$ cat config.mk
export PLATFORM = sky130hd
export DESIGN_NAME = cr_ptr_tracker
export DESIGN_NICKNAME = d
export VERILOG_FILES = /design/src/rtl/cr_ptr_pkg.sv /design/src/rtl/cr_ptr_counter.sv /design/src/rtl/cr_bus_tracker.sv /design/src/rtl/cr_upd_timer.sv /design/src/rtl/cr_ptr_tracker.sv
export SDC_FILE = /design/constraint.sdc
export NUM_CORES = 1
export LEC_CHECK = 0
export BUFFER_PORTS_ARGS = -buffer_cell sky130_fd_sc_hd__buf_4
export CAP_MARGIN = 15
export CORE_ASPECT_RATIO = 0.9
export CORE_MARGIN = 2
export CORE_UTILIZATION = 49
export DETAILED_ROUTE_END_ITERATION = 6
export GPL_TIMING_DRIVEN = 0
export PLACE_DENSITY = 0.81
export SYNTH_ARGS = -nofsm -noshare
export SYNTH_HDL_FRONTEND = slang
export SYNTH_SLANG_ARGS = --single-unit
export TNS_END_PERCENT = 100
$ cat constraint.sdc
create_clock -name clk -period 3 [get_ports clk]
set_input_delay 0.6 -clock clk [delete_from_list [all_inputs] [get_ports clk]]
set_output_delay 0.6 -clock clk [all_outputs]
set_load 0.01 [all_outputs]
$ cat src/rtl/cr_ptr_pkg.sv
package cr_ptr_pkg;
  localparam int STATUS_W = 32;
  localparam int RD_LSB   = 0;
  localparam int WR_LSB   = 16;
  localparam int BUSY_BIT = 30;
  localparam int UPD_BIT  = 31;

  typedef enum logic {
    MODE_I2C = 1'b0,
    MODE_SPI = 1'b1
  } bus_mode_e;
endpackage

$ cat src/rtl/cr_ptr_counter.sv
module cr_ptr_counter #(
  parameter int PTR_W = 9
) (
  input  logic             clk,
  input  logic             rst_n,
  input  logic             load,
  input  logic [PTR_W-1:0] base,
  input  logic             access,
  output logic [PTR_W-1:0] ptr,
  output logic             advance
);
  localparam logic [PTR_W-1:0] LAST = {PTR_W{1'b1}};

  logic [PTR_W-1:0] ptr_q;

  // load wins over an access in the same cycle; the last address holds
  assign advance = access & ~load & (ptr_q != LAST);

  always_ff @(posedge clk) begin
    if (!rst_n) begin
      ptr_q <= '0;
    end else if (load) begin
      ptr_q <= base;
    end else if (advance) begin
      ptr_q <= ptr_q + 1'b1;
    end
  end

  assign ptr = ptr_q;
endmodule

$ cat src/rtl/cr_bus_tracker.sv
module cr_bus_tracker
  import cr_ptr_pkg::*;
(
  input  logic clk,
  input  logic rst_n,
  input  logic mode_spi,
  input  logic i2c_start,
  input  logic i2c_restart,
  input  logic i2c_stop,
  input  logic match_ok,
  input  logic match_fail,
  input  logic spi_sel,
  output logic busy,
  output logic session,
  output logic load
);
  bus_mode_e mode;
  logic      busy_q;
  logic      matched_q;
  logic      sel_q;
  logic      i2c_close;

  assign mode      = bus_mode_e'(mode_spi);
  assign i2c_close = i2c_start | i2c_restart | i2c_stop | match_fail;

  always_comb begin
    if (mode == MODE_SPI) begin
      load    = spi_sel & ~sel_q;
      session = spi_sel & sel_q;
    end else begin
      load    = match_ok & ~i2c_close;
      session = matched_q;
    end
  end

  always_ff @(posedge clk) begin
    if (!rst_n) begin
      busy_q    <= 1'b0;
      matched_q <= 1'b0;
      sel_q     <= 1'b0;
    end else begin
      sel_q <= spi_sel;
      if (mode == MODE_SPI) begin
        busy_q    <= spi_sel;
        matched_q <= 1'b0;
      end else begin
        if (i2c_start | i2c_restart) begin
          busy_q <= 1'b1;
        end else if (match_fail | i2c_stop) begin
          busy_q <= 1'b0;
        end
        if (i2c_close) begin
          matched_q <= 1'b0;
        end else if (match_ok) begin
          matched_q <= 1'b1;
        end
      end
    end
  end

  assign busy = busy_q;
endmodule

$ cat src/rtl/cr_upd_timer.sv
module cr_upd_timer
  import cr_ptr_pkg::*;
#(
  parameter int I2C_HOLD = 1,
  parameter int SPI_HOLD = 2
) (
  input  logic clk,
  input  logic rst_n,
  input  logic mode_spi,
  input  logic trigger,
  input  logic busy,
  output logic upd
);
  localparam int MAX_HOLD = (I2C_HOLD > SPI_HOLD) ? I2C_HOLD : SPI_HOLD;
  localparam int CNT_W    = $clog2(MAX_HOLD + 1);

  logic [CNT_W-1:0] cnt_q;
  logic [CNT_W-1:0] hold_len;

  assign hold_len = (bus_mode_e'(mode_spi) == MODE_SPI) ? CNT_W'(SPI_HOLD)
                                                        : CNT_W'(I2C_HOLD);

  always_ff @(posedge clk) begin
    if (!rst_n) begin
      cnt_q <= '0;
    end else if (trigger) begin
      cnt_q <= hold_len;
    end else if (cnt_q != '0) begin
      cnt_q <= cnt_q - 1'b1;
    end
  end

  assign upd = (cnt_q != '0) & busy;
endmodule

$ cat src/rtl/cr_ptr_tracker.sv
module cr_ptr_tracker
  import cr_ptr_pkg::*;
#(
  parameter int PTR_W    = 9,
  parameter int I2C_HOLD = 1,
  parameter int SPI_HOLD = 2
) (
  input  logic             clk,
  input  logic             rst_n,
  input  logic             mode_spi,
  input  logic [PTR_W-1:0] base_rd_addr,
  input  logic [PTR_W-1:0] base_wr_addr,
  input  logic             rd_strobe,
  input  logic             wr_strobe,
  input  logic             i2c_start,
  input  logic             i2c_restart,
  input  logic             i2c_stop,
  input  logic             addr_match_ok,
  input  logic             addr_match_fail,
  input  logic             spi_sel,
  output logic [31:0]      status_word
);
  localparam int NPTR = 2;  // index 0 = read side, 1 = write side

  logic             busy;
  logic             session;
  logic             load;
  logic             upd;
  logic [PTR_W-1:0] base_arr [NPTR];
  logic [PTR_W-1:0] ptr_arr  [NPTR];
  logic [NPTR-1:0]  access_vec;
  logic [NPTR-1:0]  advance_vec;

  assign base_arr[0] = base_rd_addr;
  assign base_arr[1] = base_wr_addr;
  assign access_vec  = {wr_strobe, rd_strobe} & {NPTR{session}};

  cr_bus_tracker u_bus (
    .clk        (clk),
    .rst_n      (rst_n),
    .mode_spi   (mode_spi),
    .i2c_start  (i2c_start),
    .i2c_restart(i2c_restart),
    .i2c_stop   (i2c_stop),
    .match_ok   (addr_match_ok),
    .match_fail (addr_match_fail),
    .spi_sel    (spi_sel),
    .busy       (busy),
    .session    (session),
    .load       (load)
  );

  for (genvar g = 0; g < NPTR; g++) begin : g_ptr
    cr_ptr_counter #(.PTR_W(PTR_W)) u_cnt (
      .clk    (clk),
      .rst_n  (rst_n),
      .load   (load),
      .base   (base_arr[g]),
      .access (access_vec[g]),
      .ptr    (ptr_arr[g]),
      .advance(advance_vec[g])
    );
  end

  cr_upd_timer #(.I2C_HOLD(I2C_HOLD), .SPI_HOLD(SPI_HOLD)) u_upd (
    .clk     (clk),
    .rst_n   (rst_n),
    .mode_spi(mode_spi),
    .trigger (|advance_vec),
    .busy    (busy),
    .upd     (upd)
  );

  always_comb begin
    status_word                     = '0;
    status_word[RD_LSB +: PTR_W]    = ptr_arr[0];
    status_word[WR_LSB +: PTR_W]    = ptr_arr[1];
    status_word[BUSY_BIT]           = busy;
    status_word[UPD_BIT]            = upd;
  end
endmodule

==> impl_metrics.csv <==
group,metric,value,unit
finish,n_antenna_cell,0,
synth,avgSynthCellArea,8.66,um^2
power,p_leak,0.803,nW
clock_network,cts_root_buffer,"clkbuf_4",
global_routing,grt_max_degree,13,
global_routing,grt_pass1_vias,1205,
synth,ys_ff_latch,23,
drt,num_vias,1344,
clock_network,clk_path_buf_depth,2,
drt,wl_per_cell,12.1,um
sta,finalSetupTns,0,ns
finish,area_delta_synth_final,32.1,%
min_path,min_from,"spi_sel",
finish,nets,266,
power,power_frac_clock,0.202,
sta,rsz0062_at_grt,"no",
clock_network,post_cts_buffers,0,
synth,synthTopCellsByArea,"dfxtp_1, o21ai_0, a21oi_1",
finish,regArea,460,um^2
clock_network,cts_max_level,1,
finish,multi_input_area,870,um^2
synth,synthArstFlopShare,0,
worst_setup_path,r2r-start,"g_ptr[0].u_cnt.ptr[0]",
placed_design,gp_congestion,0.807,
power,swShare,0.300,
synth,synth_largest_area_cell,"dfxtp_1",
die,die_w,61.6,um
worst_setup_path,worst-path-max-fanout,8,
status,outcome,"completed",
global_routing,gr-total-overflow,0,
die,core_area,2790,um^2
worst_setup_path,crit_path_start,"g_ptr[0].u_cnt.ptr[0]",
clock_network,cts_tree,"yes",
die,initial_utilization,0.524,
synth,synth.most_common_cell,"dfxtp_1",
power,pwr-share-comb,0.292,
sta,hold_viol,0,
power,p_sw,0.213,mW
synth,syn_area,1460,um^2
synth,synth_top_cell_area_share,0.315,
clock_network,clk_pin_slew,0.12,ns
clock_network,cts_resized,0,
sta,slew_viol_final,0,
sta,worst_slew_pin_slew,0.510,ns
finish,fill_cells,263,
sta,setup_viol,0,
synth,synth.distinct_cells,38,
sta,maxSlewHeadroom,0.660,
placed_design,place_area,1910,um^2
worst_setup_path,regToRegSetupSlack,0.69,ns
worst_setup_path,worst-endpoint-required,3.19,ns
worst_setup_path,crit_path_end_kind,"flip-flop",
clock_network,clock_latency,0.31,ns
finish,fin_area,1930,um^2
synth,synth_common_cells,"dfxtp_1, o21ai_0, a21oi_1",
worst_setup_path,worst_setup_path_start_kind,"flip-flop",
power,peakVddDrop,221,uV
clock_network,cts_hold_buf,0,
placed_design,hpwl,2.56,mm
worst_setup_path,cp_data_arrival_time,2.50,ns
power,powerDensity,367,nW/um^2
drt,postRouteWirelength,3.29,mm
drt,drt-initial-drc-count,29,
sta,fmax,433,MHz
drt,dr.pass1.iters,4,
global_routing,track_usage,0.198,
die,die_h,55.9,um
power,power.internal,0.496,mW
worst_setup_path,crit_type,"reg -> reg",
die,io-pin-count,61,
synth,syn_inst,169,
clock_network,cts.sinks,23,
synth,synth_edf_count,0,
drt,drtAntennaViolNets,0,
synth,synth-seq-area-share,0.315,
power,seq_power_share,0.506,
global_routing,antenna_found_initial,0,
drt,post_drt_via_cell_ratio,4.96,
run,drv_cap,0,
placed_design,io_buffers,47,
finish,layout-drive-gt1-share,0.325,
sta,fin_crit,2.31,ns
sta,skew,0.00297,ns
die,dieArea,3440,um^2
min_path,holdCritPathClass,"in -> reg",
sta,finalCritPeriodShare,0.770,
synth,ys.flop_type,"dfxtp_1",
clock_network,cts_buffers,3,
drt,drc,0,
die,fp-row-count,18,
global_routing,grt_pass1_wl,5.22,mm
synth,yosys_warnings,0,
## flip-flops by register name, summed over array words and instances, names as in the netlist
register,flops
g_ptr.u_cnt.ptr,18
u_bus.sel_q,1
u_bus.matched_q,1
u_upd.cnt_q,2
u_bus.busy,1
## placed cells by master (no fill, tap or decap), types with 2 or more instances in the layout
master | netlist | final
mux2i_1 | 4 | 4
nand2_1 | 4 | 4
o21ai_0 | 22 | 22
nand2b_1 | 3 | 3
ha_1 | 5 | 5
xor2_1 | 5 | 5
nor2b_1 | 3 | 3
nor3_1 | 2 | 2
buf_2 | 2 | 2
o2111ai_1 | 2 | 2
nor2_1 | 4 | 4
o211ai_1 | 3 | 3
a211oi_1 | 4 | 4
a2111oi_2 | 2 | 2
nand3_1 | 4 | 4
clkbuf_4 | 0 | 3
and3_1 | 2 | 2
clkbuf_1 | 4 | 5
and2_1 | 2 | 2
buf_4 | 14 | 61
xnor2_1 | 10 | 10
inv_1 | 8 | 8
conb_1 | 1 | 12
dfxtp_1 | 23 | 23
a21oi_1 | 21 | 21
and4_1 | 2 | 2
## power by group through the flow
stage / registers [mW] / clock network, mW / logic [mW]
2_1_floorplan: 0.370 / 0 / 0.121
3_3_place_gp: 0.365 / 0 / 0.204
3_5_place_dp: 0.366 / 0 / 0.207
4_1_cts: 0.359 / 0.148 / 0.208
5_1_grt: 0.362 / 0.163 / 0.238
6_report: 0.359 / 0.144 / 0.207
## worst max-delay path: stages (launching register included)
cell      delay (ns)
dfxtp_1         0.44
ha_1            0.20
nand3_1         0.18
nor3_1          0.25
ha_1            0.17
nand2b_1        0.09
clkbuf_1        0.40
a21oi_1         0.19
mux2i_1         0.19
a21oi_1         0.08
## final cells by class
class	count	share of cell area
sequential	23	0.238
buffer	22	0.0750
inverter	8	0.0155
clock buffer	4	0.0136
multi-input combinational	127	0.450
timing repair buffer	47	0.182
tap	40	0.0259
## path summary, 6_finish.rpt
check / endpoint / cells after the start
setup / recovery: g_ptr[0].u_cnt.ptr[1] / 9
hold / removal: u_bus.sel_q / 2
setup reg to reg: g_ptr[0].u_cnt.ptr[1] / 9
hold reg to reg: u_bus.busy / 2
## metrics by stage
stage                     hold slack [ns]  cells  utilization  worst slack [ns]  power, mW
after global placement              0.534    267        0.683             0.746      0.569
after CTS                           0.548    271        0.693             0.686      0.715
final                               0.551    271        0.693             0.691      0.709
after floorplan                     0.499    180            -             0.983      0.491
after global routing                0.531    271        0.693             0.476      0.763
after detailed placement            0.547    267        0.683             0.704      0.573
## metal layers
metal,part of all wire,vias up,track usage
met5,0,-,0
met4,0.014,0,0.0578
met3,0.050,7,0.0326
met2,0.46,40,0.314
met1,0.48,596,0.271
li1,-,701,-
## cells by family after synthesis
| logic type | share of synthesized area |
|---|---|
| AOI/OAI and AO/OA | 0.266 |
| other | 0.00256 |
| buffers and inverters | 0.120 |
| adders and majority gates | 0.0427 |
| muxes | 0.0274 |
| DFF | 0.315 |
| and+or+nand+nor | 0.138 |
| xor gates and xnor gates | 0.0897 |
No activity file was read; power rests on OpenSTA's default activity.
